### config.mk
export PLATFORM = sky130hd
export DESIGN_NAME = wakeup_tag_narrower
export DESIGN_NICKNAME = d
export VERILOG_FILES = /design/src/rtl/tbw_pkg.sv /design/src/rtl/tbw_compact.sv /design/src/rtl/tbw_ovf_fifo.sv /design/src/rtl/tbw_mode_ctrl.sv /design/src/rtl/wakeup_tag_narrower.sv
export SDC_FILE = /design/constraint.sdc
export NUM_CORES = 1
export LEC_CHECK = 0
export BUFFER_PORTS_ARGS = -buffer_cell sky130_fd_sc_hd__buf_2
export CORE_MARGIN = 4
export CORE_UTILIZATION = 50
export CTS_CLUSTER_SIZE = 20
export DETAILED_ROUTE_END_ITERATION = 12
export PLACE_DENSITY = 0.81
export SETUP_SLACK_MARGIN = 0.05
export SLEW_MARGIN = 20
export SYNTH_ARGS = -nofsm -noshare
export SYNTH_HDL_FRONTEND = slang
export SYNTH_SLANG_ARGS = --single-unit
### constraint.sdc
create_clock -name clk_i -period 6.54 [get_ports clk_i]
set_input_delay 1.308 -clock clk_i [delete_from_list [all_inputs] [get_ports clk_i]]
set_output_delay 1.308 -clock clk_i [all_outputs]
set_load 0.01 [all_outputs]
### src/rtl/tbw_pkg.sv
package tbw_pkg;
  typedef enum logic {WIDTH_FULL = 1'b0, WIDTH_NARROW = 1'b1} width_e;

  function automatic int min_int(int a, int b);
    return (a < b) ? a : b;
  endfunction
endpackage

### src/rtl/tbw_compact.sv
module tbw_compact #(
  parameter int LANES = 4,
  parameter int TAG_W = 7,
  localparam int NW = $clog2(LANES + 1)
) (
  input  logic [LANES-1:0]            valid_i,
  input  logic [LANES-1:0][TAG_W-1:0] tag_i,
  output logic [LANES-1:0][TAG_W-1:0] tag_o,
  output logic [NW-1:0]               num_o
);
  // pack valid lanes towards index 0, keeping lane order
  always_comb begin
    int n;
    n = 0;
    tag_o = '0;
    for (int i = 0; i < LANES; i++) begin
      if (valid_i[i]) begin
        for (int j = 0; j < LANES; j++) begin
          if (j == n) tag_o[j] = tag_i[i];
        end
        n = n + 1;
      end
    end
    num_o = NW'(n);
  end
endmodule

### src/rtl/tbw_ovf_fifo.sv
module tbw_ovf_fifo #(
  parameter int DEPTH    = 4,
  parameter int TAG_W    = 7,
  parameter int PUSH_MAX = 4,
  parameter int POP_MAX  = 2,
  localparam int PW   = $clog2(DEPTH),
  localparam int CNTW = $clog2(DEPTH + 1),
  localparam int PNW  = $clog2(PUSH_MAX + 1),
  localparam int QNW  = $clog2(POP_MAX + 1)
) (
  input  logic                          clk_i,
  input  logic                          rst_ni,
  input  logic [QNW-1:0]                pop_n_i,
  input  logic [PNW-1:0]                push_n_i,
  input  logic [PUSH_MAX-1:0][TAG_W-1:0] push_tag_i,
  output logic [POP_MAX-1:0][TAG_W-1:0] head_o,
  output logic [CNTW-1:0]               cnt_o,
  output logic [CNTW-1:0]               cnt_next_o
);
  logic [DEPTH-1:0][TAG_W-1:0] mem_q;
  logic [PW-1:0]               rd_q;
  logic [CNTW-1:0]             cnt_q;

  assign cnt_o      = cnt_q;
  assign cnt_next_o = CNTW'(int'(cnt_q) + int'(push_n_i) - int'(pop_n_i));

  for (genvar k = 0; k < POP_MAX; k++) begin : g_head
    assign head_o[k] = mem_q[PW'(int'(rd_q) + k)];
  end

  // writes land behind the live entries; popped slots may be reused
  always_ff @(posedge clk_i) begin
    for (int m = 0; m < PUSH_MAX; m++) begin
      if (m < int'(push_n_i)) mem_q[PW'(int'(rd_q) + int'(cnt_q) + m)] <= push_tag_i[m];
    end
  end

  always_ff @(posedge clk_i or negedge rst_ni) begin
    if (!rst_ni) begin
      rd_q  <= '0;
      cnt_q <= '0;
    end else begin
      rd_q  <= PW'(int'(rd_q) + int'(pop_n_i));
      cnt_q <= cnt_next_o;
    end
  end

  p_pop_avail_r8: assert property (@(posedge clk_i) disable iff (!rst_ni)
    int'(pop_n_i) <= int'(cnt_q));
  p_no_overflow_r8: assert property (@(posedge clk_i) disable iff (!rst_ni)
    int'(cnt_q) + int'(push_n_i) - int'(pop_n_i) <= DEPTH);
endmodule

### src/rtl/tbw_mode_ctrl.sv
module tbw_mode_ctrl
  import tbw_pkg::*;
#(
  parameter int LANES = 4,
  parameter int DEPTH = 4,
  localparam int CNTW = $clog2(DEPTH + 1)
) (
  input  logic            clk_i,
  input  logic            rst_ni,
  input  logic            narrow_req_i,
  input  logic [CNTW-1:0] cnt_next_i,
  output logic            narrow_o,
  output logic [LANES-1:0] live_o,
  output logic            stall_o
);
  localparam int LIVE_N   = LANES / 2;
  // worst-case growth per cycle is LANES-LIVE_N tags
  localparam int STALL_AT = DEPTH - (LANES - LIVE_N);

  width_e state_q, state_d;
  logic   stall_d;

  always_comb begin
    state_d = (narrow_req_i || cnt_next_i != '0) ? WIDTH_NARROW : WIDTH_FULL;
    stall_d = (state_d == WIDTH_NARROW) && (int'(cnt_next_i) > STALL_AT);
  end

  always_ff @(posedge clk_i or negedge rst_ni) begin
    if (!rst_ni) begin
      state_q <= WIDTH_FULL;
      stall_q_reg: stall_o <= 1'b0;
    end else begin
      state_q <= state_d;
      stall_o <= stall_d;
    end
  end

  assign narrow_o = (state_q == WIDTH_NARROW);

  for (genvar l = 0; l < LANES; l++) begin : g_live
    localparam bit ODD = (l % 2) == 1;
    assign live_o[l] = ODD | ~narrow_o;
  end

  p_enter_narrow_r5: assert property (@(posedge clk_i) disable iff (!rst_ni)
    narrow_req_i |=> narrow_o);
  p_stall_narrow_r7: assert property (@(posedge clk_i) disable iff (!rst_ni)
    stall_o |-> narrow_o);
endmodule

### src/rtl/wakeup_tag_narrower.sv
module wakeup_tag_narrower
  import tbw_pkg::*;
#(
  parameter int LANES = 4,
  parameter int DEPTH = 4,
  parameter int TAG_W = 7
) (
  input  logic                   clk_i,
  input  logic                   rst_ni,
  input  logic                   narrow_req_i,
  input  logic [LANES-1:0]       res_valid_i,
  input  logic [LANES*TAG_W-1:0] res_tag_i,
  output logic [LANES-1:0]       line_valid_o,
  output logic [LANES*TAG_W-1:0] line_tag_o,
  output logic [LANES-1:0]       line_live_o,
  output logic                   stall_o
);
  localparam int LIVE_N = LANES / 2;
  localparam int NW     = $clog2(LANES + 1);
  localparam int QNW    = $clog2(LIVE_N + 1);
  localparam int CNTW   = $clog2(DEPTH + 1);

  logic [LANES-1:0][TAG_W-1:0]  res_tag_v, new_tag, push_tag, line_tag_v;
  logic [LANES-1:0]             acc_valid;
  logic [NW-1:0]                new_n, push_n;
  logic [QNW-1:0]               pop_n;
  logic [LIVE_N-1:0][TAG_W-1:0] head, slot_tag;
  logic [LIVE_N-1:0]            slot_valid;
  logic [CNTW-1:0]              fifo_cnt, fifo_cnt_next;
  logic                         narrow;

  assign res_tag_v  = res_tag_i;
  assign line_tag_o = line_tag_v;
  assign acc_valid  = stall_o ? '0 : res_valid_i;

  tbw_compact #(.LANES(LANES), .TAG_W(TAG_W)) u_compact (
    .valid_i (acc_valid),
    .tag_i   (res_tag_v),
    .tag_o   (new_tag),
    .num_o   (new_n)
  );

  tbw_ovf_fifo #(
    .DEPTH(DEPTH), .TAG_W(TAG_W), .PUSH_MAX(LANES), .POP_MAX(LIVE_N)
  ) u_fifo (
    .clk_i      (clk_i),
    .rst_ni     (rst_ni),
    .pop_n_i    (pop_n),
    .push_n_i   (push_n),
    .push_tag_i (push_tag),
    .head_o     (head),
    .cnt_o      (fifo_cnt),
    .cnt_next_o (fifo_cnt_next)
  );

  tbw_mode_ctrl #(.LANES(LANES), .DEPTH(DEPTH)) u_mode (
    .clk_i        (clk_i),
    .rst_ni       (rst_ni),
    .narrow_req_i (narrow_req_i),
    .cnt_next_i   (fifo_cnt_next),
    .narrow_o     (narrow),
    .live_o       (line_live_o),
    .stall_o      (stall_o)
  );

  // reduced-mode slot fill: buffered tags first, then new tags; rest spills
  always_comb begin
    int n_new, n_pop, n_free, n_push;
    n_new  = int'(new_n);
    n_pop  = narrow ? min_int(int'(fifo_cnt), LIVE_N) : 0;
    n_free = LIVE_N - n_pop;
    n_push = (narrow && n_new > n_free) ? n_new - n_free : 0;
    for (int k = 0; k < LIVE_N; k++) begin
      slot_valid[k] = 1'b0;
      slot_tag[k]   = '0;
      if (k < n_pop) begin
        slot_valid[k] = 1'b1;
        slot_tag[k]   = head[k];
      end else begin
        for (int j = 0; j < LANES; j++) begin
          if (j == k - n_pop && j < n_new) begin
            slot_valid[k] = 1'b1;
            slot_tag[k]   = new_tag[j];
          end
        end
      end
    end
    for (int m = 0; m < LANES; m++) begin
      push_tag[m] = '0;
      for (int j = 0; j < LANES; j++) begin
        if (j == m + n_free) push_tag[m] = new_tag[j];
      end
    end
    pop_n  = QNW'(n_pop);
    push_n = NW'(n_push);
  end

  for (genvar l = 0; l < LANES; l++) begin : g_line
    if (l % 2 == 1) begin : g_odd
      assign line_valid_o[l] = narrow ? slot_valid[l/2] : acc_valid[l];
      assign line_tag_v[l]   = !line_valid_o[l] ? '0 :
                               (narrow ? slot_tag[l/2] : res_tag_v[l]);
    end else begin : g_even
      assign line_valid_o[l] = ~narrow & acc_valid[l];
      assign line_tag_v[l]   = line_valid_o[l] ? res_tag_v[l] : '0;
    end
  end

  p_live_only_r3: assert property (@(posedge clk_i) disable iff (!rst_ni)
    (line_valid_o & ~line_live_o) == '0);
  p_full_pass_r2: assert property (@(posedge clk_i) disable iff (!rst_ni)
    (line_live_o == '1) |-> (line_valid_o == res_valid_i));
  p_full_empty_r6: assert property (@(posedge clk_i) disable iff (!rst_ni)
    (line_live_o == '1) |-> (fifo_cnt == '0));
  p_drain_r9: assert property (@(posedge clk_i) disable iff (!rst_ni)
    (line_live_o != '1 && fifo_cnt != '0) |-> line_valid_o[1]);
  p_stall_ignore_r7: assert property (@(posedge clk_i) disable iff (!rst_ni)
    stall_o |-> (push_n == '0 && line_valid_o == '0 || fifo_cnt != '0));
endmodule

==> impl_metrics.yaml, run 1 <==
timing:
  timing.hold.ws_ns: 0.5791
  finalSetupTns_ns: 0
  slew_viol_final: 0
  skew_ns: 0.003574
  slew_headroom: 0.3184
  setup_violations: 0
  fin_crit_sh: 0.9561
  fmax_ghz: 0.1599
  min_period_ns: 6.253
  rsz0062_at_grt: "no"
  hold_violations: 0
  worstMarginPinSlew_ns: 1.012
floorplanning:
  num_io_pins: 72
  die_x_um: 120.6
  num_rows: 40
  core_um2: 12210
  start_util: 0.5188
  dieHeight_um: 120.6
  dieArea_um2: 14530
run_status:
  status: "finished, final reports clean"
detailed_routing:
  antenna_left: 0
  drt_pass1_iterations: 7
  drtIter0Drc: 1353
  routed_wl_mm: 22.24
  wl_per_cell_um: 22.04
  vias_per_cell: 7.174
  dr_total_vias: 7239
  drc: 0
setup_path:
  cp_data_required_time_ns: 5.23
  endpoint_kind: "output pin"
  critPathKind: "input port to output pin"
  startpoint_type: "input port"
  worst_r2r_path_depth: 22
  rrSetupSlack_ns: 1.08
  reg2reg_to: "u_mode.narrow_o"
  timing.rr.start: "u_mode.stall_o"
  arrival_ns: 4.94
  critical_path.max_fanout: 16
placement:
  dp.final_hpwl_mm: 17.55
  portBuffers: 69
  gp_congestion: 1.005
clock_network:
  h-tree-depth: 2
  insertion_delay_ns: 0.28
  clk_path_buf_depth: 2
  cts-root-buf: "clkbuf_16"
  numClockSinks: 35
  clk_pin_slew_ns: 0.05
  cts_tree: "done"
  cts_buffers: 5
final_layout:
  area_growth_pct: 8.059
  nFillCells: 1178
  final_common_cell: "buf_2"
  insertedDiodeCount: 0
  most-common-layout-cells: "buf_2 (69), nand2_1 (64), nor2_1 (48), a21oi_1 (38), ha_1 (35)"
  final_nets: 914
  drive_gt1_frac: 0.1938
hold_path:
  hold_path_end: "u_fifo.mem_q[4]"
  whs_path_depth: 2
  hp-class: "flip-flop to flip-flop"
  hold_start: "u_fifo.mem_q[4]"
run:
  maxCapViolations: 0
synth:
  yosys_warnings: 0
  ys_ff_latch: 35
  synth_seq_area_share: 0.1161
  synth-edff-count: 0
  ys_types: 95
  synth_top_flop_cell: "dfxtp_1"
  synth_cells: 812
  synth-async-reset-ratio: 0.2000
  syn_area_per_cell_um2: 7.802
  syn_area_um2: 6335
global_route:
  grt-ovfl-total: 0
  grt_pass1_wl_mm: 33.82
  grt.total_usage: 0.2865
  grt_max_degree: 34
  antenna_found_initial: 0
  grt_pass1_vias: 6387
[kinds of logic (layout without fill, tap and decap cells)]
kind of cell,Yosys count,in the layout,share of synthesized area
buffers and inverters,102,127,0.07288
muxes,31,31,0.07900
AOI/OAI and AO/OA,320,320,0.3911
other,2,6,0.001186
adders and majority gates,39,39,0.08177
DFF,35,35,0.1161
xor gates and xnor gates,10,10,0.01600
and+or+nand+nor,273,273,0.2420
[per-stage QoR]
stage	instance area [µm²]	setup WS (ns)	instances	utilization
after detailed placement	6688	0.1958	999	0.5476
after floorplan	6356	0.07742	816	-
final	6845	0.2871	1009	0.5606
after global routing	6845	0.07964	1009	0.5606
after global placement	6688	0.3058	999	0.5476
after CTS	6829	0.3642	1007	0.5592
[synth_stat cells, types with 6 or more instances]
cell	number	share of area
clkbuf_1	31	0.018
a211oi_1	12	0.014
or3_1	8	0.0079
nand2b_1	7	0.0069
dfxtp_1	28	0.088
a221oi_1	25	0.035
nand4_1	8	0.0079
a32o_1	11	0.017
a21o_1	15	0.018
mux2_2	12	0.021
a31oi_1	31	0.031
nand3b_1	14	0.017
buf_4	12	0.014
and3_1	31	0.031
o221ai_1	14	0.019
a21oi_1	38	0.030
ha_1	35	0.069
a22oi_1	20	0.024
o22ai_1	22	0.022
xnor2_1	6	0.0083
o21ai_0	24	0.019
o211ai_1	28	0.033
inv_1	33	0.020
a211oi_2	7	0.014
o31ai_1	7	0.0083
dfrtp_1	7	0.028
nor2b_1	27	0.027
nor3_1	8	0.0063
a22o_1	7	0.0097
nand3_1	21	0.017
nand2_1	64	0.038
buf_2	21	0.017
mux4_2	14	0.050
nor2_1	48	0.028
[critical path, stage by stage]
cell      delay [ns]
buf_2           0.20
nor2b_1         0.30
ha_1            0.34
xor2_1          0.22
ha_1            0.23
ha_1            0.27
nor2b_1         0.04
o21bai_1        0.24
inv_1           0.20
o31ai_1         0.27
nand4_2         0.27
o221ai_1        0.31
o211ai_1        0.13
a311oi_1        0.40
buf_2           0.21
[state kept, by name (all words and copies together), names as in the netlist]
| name | cells |
|---|---|
| u_fifo.rd_q | 2 |
| u_fifo.cnt_o | 3 |
| u_mode.narrow_o | 1 |
| u_mode.stall_o | 1 |
| u_fifo.mem_q | 28 |
[worst max path at each step]
stage / slack, ns / start / cells past startpoint / end
global route: 0.08 / res_valid_i[0] / 15 / line_tag_o[7]
finish: 0.29 / res_valid_i[0] / 15 / line_tag_o[7]
floorplan: 0.08 / res_valid_i[0] / 25 / u_mode.narrow_o
CTS: 0.36 / res_valid_i[1] / 16 / line_tag_o[7]
detailed placement: 0.20 / res_valid_i[0] / 22 / u_mode.narrow_o
global placement: 0.31 / res_valid_i[1] / 22 / u_mode.narrow_o
[layout make-up]
cell class	count	area, µm²	area share
clock buffers	6	128.9	0.01883
clock inverters	2	12.51	0.001828
inverters	34	127.6	0.01864
multi-input cells	679	5167	0.7549
flip-flops and latches	35	735.7	0.1075
well taps	168	210.2	0.03071
repair buffers	85	462.9	0.06763
[routing by layer]
layer / track usage / wire (µm)
met2: 0.4604 / 9433
met4: 0.09348 / 941
met3: 0.05659 / 3329
met1: 0.3859 / 8537
met5: 0 / 0
[repair_timing]
item,4_1_cts,5_1_grt
hold buffers,0,0
setup endpoints to repair,0,4
setup buffers,0,1
gates resized for setup,0,2
Power of run 1 is left out: the tool's default activity adds up to more than one toggle a clock period on the data nets, which glitch-free logic cannot reach.
==> inputs of run 2 (changes only) <==
CELL_PAD_IN_SITES_DETAIL_PLACEMENT = 0   (was unset)
CELL_PAD_IN_SITES_GLOBAL_PLACEMENT = 1   (was unset)
CORE_UTILIZATION = 45   (was 50)
PLACE_DENSITY = 0.93   (was 0.81)
==> impl_metrics.yaml, run 2 (same netlist as run 1, synthesis figures left out) <==
detailed_routing:
  drc: 0
  wl_per_cell_um: 22.37
  antenna_left: 0
  vias_per_cell: 6.975
  drt_pass1_iterations: 6
  dr_total_vias: 7121
  routed_wl_mm: 22.84
  drtIter0Drc: 802
setup_path:
  critPathKind: "input port to output pin"
  endpoint_kind: "output pin"
  arrival_ns: 4.89
  startpoint_type: "input port"
  cp_data_required_time_ns: 5.23
  critical_path.max_fanout: 16
  rrSetupSlack_ns: 1.09
timing:
  rsz0062_at_grt: "no"
  slew_headroom: 0.3958
  slew_viol_final: 0
  fin_crit_sh: 0.9472
  setup_violations: 0
  fmax_ghz: 0.1614
  worstMarginPinSlew_ns: 0.9039
  skew_ns: 0.005133
  finalSetupTns_ns: 0
  min_period_ns: 6.195
  hold_violations: 0
final_layout:
  insertedDiodeCount: 0
  final_nets: 914
  final_common_cell: "buf_2"
  area_growth_pct: 8.631
  largest_reg_flops: 28
  drive_gt1_frac: 0.1926
  regMostFlops: "u_fifo.mem_q"
  most-common-layout-cells: "buf_2 (69), nand2_1 (64), nor2_1 (48), a21oi_1 (38), ha_1 (35)"
  final_core_util: 0.4977
  nFillCells: 1357
global_route:
  grt_max_degree: 34
  use_met2: 0.4499
  grt_pass1_wl_mm: 36.80
  grt-ovfl-total: 0
  met1_usage: 0.3827
  top_usage_layer: "met2"
  grt_pass1_vias: 6575
  grt.total_usage: 0.2788
  antenna_found_initial: 0
  use_met3: 0.03958
clock_network:
  clk_path_buf_depth: 2
  cts_hold_buf: 0
  clk_pin_slew_ns: 0.06
  cts-root-buf: "clkbuf_16"
  cts_tree: "done"
  h-tree-depth: 2
  insertion_delay_ns: 0.29
  cts_resized: 0
  post_cts_buffers: 0
  cts_buffers: 5
  numClockSinks: 35
floorplanning:
  core_um2: 13830
  num_io_pins: 72
  num_rows: 43
  die_x_um: 126.7
  dieArea_um2: 16040
  dieHeight_um: 126.7
  start_util: 0.4581
hold_path:
  hp-class: "flip-flop to flip-flop"
placement:
  portBuffers: 69
  dp.final_hpwl_mm: 18.29
  gp_congestion: 0.9879
run:
  maxCapViolations: 0
run_status:
  status: "finished, final reports clean"
## run 2: final cells by class
class                   count  area (µm²)  share of cell area
clock buffers               6       150.1             0.02182
flip-flops and latches     35       735.7              0.1069
inverters                  34       127.6             0.01855
well taps                 180       225.2             0.03273
clock inverters             2       13.76            0.002000
repair buffers             85       465.4             0.06764
multi-input cells         679        5164              0.7504
## run 2: critical path, cell delays in order
cell and delay (ns):
buf_2 0.22, nor2b_1 0.30, ha_1 0.31, xor2_1 0.20
ha_1 0.23, ha_1 0.27, nor2b_1 0.04, o21bai_1 0.24
inv_1 0.18, o31ai_1 0.33, nand4_2 0.30, o221ai_1 0.31
o211ai_1 0.12, a311oi_1 0.33, buf_2 0.20
## run 2: final timing paths
path,start,cells after the start,endpoint
max reg2reg,u_mode.stall_o,22,u_mode.narrow_o
max,res_valid_i[0],15,line_tag_o[13]
min reg2reg,u_fifo.mem_q[1],2,u_fifo.mem_q[1]
min,u_fifo.mem_q[1],2,u_fifo.mem_q[1]
max in group asynchronous,rst_ni,1,u_fifo.cnt_o[1]
min in group asynchronous,rst_ni,1,u_fifo.cnt_o[0]
## run 2: through the flow
stage                     instances  hold slack, ns  setup slack (ns)  instance area, µm²
after floorplan                 816          0.5239           0.07742                6356
after global placement         1013          0.5636            0.3286                6718
after detailed placement       1013          0.5676            0.2008                6718
after CTS                      1021          0.5820            0.4302                6882
after global routing           1021          0.5996           0.07355                6882
final                          1021          0.5784            0.3452                6882
## run 2: metal layers
| layer | part of all wire | wire [µm] | vias to the layer above |
|---|---|---|---|
| met1 | 0.43 | 9740 | 3376 |
| li1 | - | - | 3243 |
| met3 | 0.096 | 2190 | 60 |
| met4 | 0.032 | 728 | 0 |
| met5 | 0 | 0 | - |
| met2 | 0.45 | 10180 | 442 |
Power of run 2 is left out for the same reason.
==> inputs of run 3 (changes only) <==
BUFFER_PORTS_ARGS = -buffer_cell sky130_fd_sc_hd__buf_4   (was -buffer_cell sky130_fd_sc_hd__buf_2)
RECOVER_POWER = 100   (was unset)
==> impl_metrics.yaml, run 3 (same netlist as run 1, synthesis figures left out) <==
run_status:
  status: "finished, final reports clean"
timing:
  rsz0062_at_grt: "no"
  min_period_ns: 6.314
  setup_violations: 0
  skew_ns: 0.006282
  slew_headroom: 0.3769
  fin_crit_sh: 0.9654
  fmax_ghz: 0.1584
  worstMarginPinSlew_ns: 0.9290
  slew_viol_final: 0
  finalSetupTns_ns: 0
  hold_violations: 0
final_layout:
  nFillCells: 1400
  multi_input_area_um2: 5140
  regMostFlops: "u_fifo.mem_q"
  layout.cells.non_filler: 1021
  final_common_cell: "nand2_1"
  area_growth_pct: 9.777
  largest_reg_flops: 28
  final_nets: 914
  most-common-layout-cells: "nand2_1 (64), buf_4 (59), nor2_1 (48), a21oi_1 (38), ha_1 (35)"
  drive_gt1_frac: 0.1558
  insertedDiodeCount: 0
  seqCellArea_um2: 735.7
clock_network:
  clk_path_buf_depth: 2
  numClockSinks: 35
  h-tree-depth: 2
  cts_hold_buf: 0
  clk_pin_slew_ns: 0.06
  cts_tree: "done"
  cts_buffers: 5
  cts-root-buf: "clkbuf_16"
  insertion_delay_ns: 0.28
setup_path:
  startpoint_type: "input port"
  critPathKind: "input port to output pin"
  critical_path.max_fanout: 14
  endpoint_kind: "output pin"
  critPathMaxStageDelay_ns: 0.61
  crit_top_cell: "nor2b_1"
  cp_data_required_time_ns: 5.23
  path_cells: "buf_4 -> nor2b_1 -> a21o_1 -> inv_1 -> ha_1 -> ha_1 -> nor2b_1 -> o21bai_1 -> inv_1 -> and3_1 -> nor2b_1 -> clkbuf_2 -> a41oi_1 -> a21oi_2 -> a311oi_1 -> buf_4"
  arrival_ns: 5.01
  critical-path-slowest-cell: "nor2b_1"
global_route:
  use_met3: 0.04379
  grt.total_usage: 0.2741
  antenna_found_initial: 0
  grt_pass1_vias: 6501
  top_usage_layer: "met2"
  grt_pass1_wl_mm: 36.10
  use_met2: 0.4502
  grt_max_degree: 34
  met1_usage: 0.3653
  grt-ovfl-total: 0
detailed_routing:
  antenna_left: 0
  drc: 0
  drt_pass1_iterations: 6
  dr_total_vias: 7002
  wl_per_cell_um: 22.28
  vias_per_cell: 6.858
  drtIter0Drc: 931
  routed_wl_mm: 22.74
power:
  pwr-share-seq: 0.105
  netSwitchingFraction: 0.5516
  power.density_nw_per_um2: 685.6
  comb_power_share: 0.833
  switching_power_mw: 2.630
  total_power_mw: 4.768
  intPower_mw: 2.138
  p_clk_frac: 0.062
  ir_worst_vdd_mv: 0.5380
  p_leak_nw: 2.694
placement:
  portBuffers: 69
  gp_congestion: 0.9775
  dp.final_hpwl_mm: 18.23
  dp.cells: 1012
floorplanning:
  die_x_um: 126.7
  num_rows: 43
  core_um2: 13830
  dieArea_um2: 16040
  start_util: 0.4581
  dieHeight_um: 126.7
  num_io_pins: 72
hold_path:
  hp-class: "flip-flop to flip-flop"
run:
  maxCapViolations: 0
==> run 3: repair_timing <==
| item | 4_1_cts | 5_1_grt |
|---|---|---|
| setup buffers | 0 | 1 |
| resized for setup | 0 | 1 |
| endpoints found under the setup margin | 0 | 10 |
==> run 3: metrics by stage <==
| stage | utilization | setup WS (ns) | hold WS [ns] | instance area [µm²] |
|---|---|---|---|---|
| 2_1_floorplan | - | 0.07742 | 0.5239 | 6356 |
| 3_3_place_gp | 0.4978 | 0.2614 | 0.5566 | 6883 |
| 3_5_place_dp | 0.4978 | 0.1321 | 0.5643 | 6883 |
| 4_1_cts | 0.5111 | 0.2740 | 0.5737 | 7067 |
| 5_1_grt | 0.5029 | 0.04820 | 0.5935 | 6954 |
| 6_report | 0.5029 | 0.2262 | 0.5798 | 6954 |
==> run 3: worst max-delay path, delay by kind of cell <==
kind                       cells  cell delay [ns]
AOI/OAI and AO/OA              5             1.18
adders and majority gates      2             0.46
buffers and inverters          5             0.86
and+or+nand+nor                4             1.20
==> run 3: layout make-up <==
| type | instances | area share |
|---|---|---|
| multi-input cells | 679 | 0.7391 |
| repair buffers | 85 | 0.07791 |
| clock buffers | 7 | 0.02213 |
| well taps | 180 | 0.03239 |
| inverters | 34 | 0.01835 |
| clock inverters | 1 | 0.004318 |
| flip-flops and latches | 35 | 0.1058 |
==> run 3: path summary, 6_finish.rpt <==
kind	startpoint	end	slack (ns)	depth (start not counted)
setup / recovery	res_valid_i[2]	line_tag_o[11]	0.23	16
hold / removal	u_fifo.mem_q[0]	u_fifo.mem_q[0]	0.58	2
setup reg to reg	u_mode.stall_o	u_mode.narrow_o	1.05	21
hold reg to reg	u_fifo.mem_q[0]	u_fifo.mem_q[0]	0.58	2
max in group asynchronous	rst_ni	u_fifo.rd_q[0]	5.28	1
min in group asynchronous	rst_ni	u_fifo.cnt_o[0]	0.95	1
==> run 3: routing by layer <==
metal | up-vias | wire (µm)
met5 | - | 0
met4 | 0 | 622
met3 | 52 | 2417
met2 | 451 | 10200
met1 | 3254 | 9508
li1 | 3245 | -
==> run 3: power groups by stage <==
stage,combinational (mW),clock (mW),sequential [mW]
2_1_floorplan,3.07,0,0.424
3_5_place_dp,3.95,0,0.502
4_1_cts,3.97,0.299,0.498
5_1_grt,4.37,0.308,0.520
6_report,3.97,0.298,0.499
3_3_place_gp,3.91,0,0.495
Note: power is estimated with default switching activity, not from simulation.
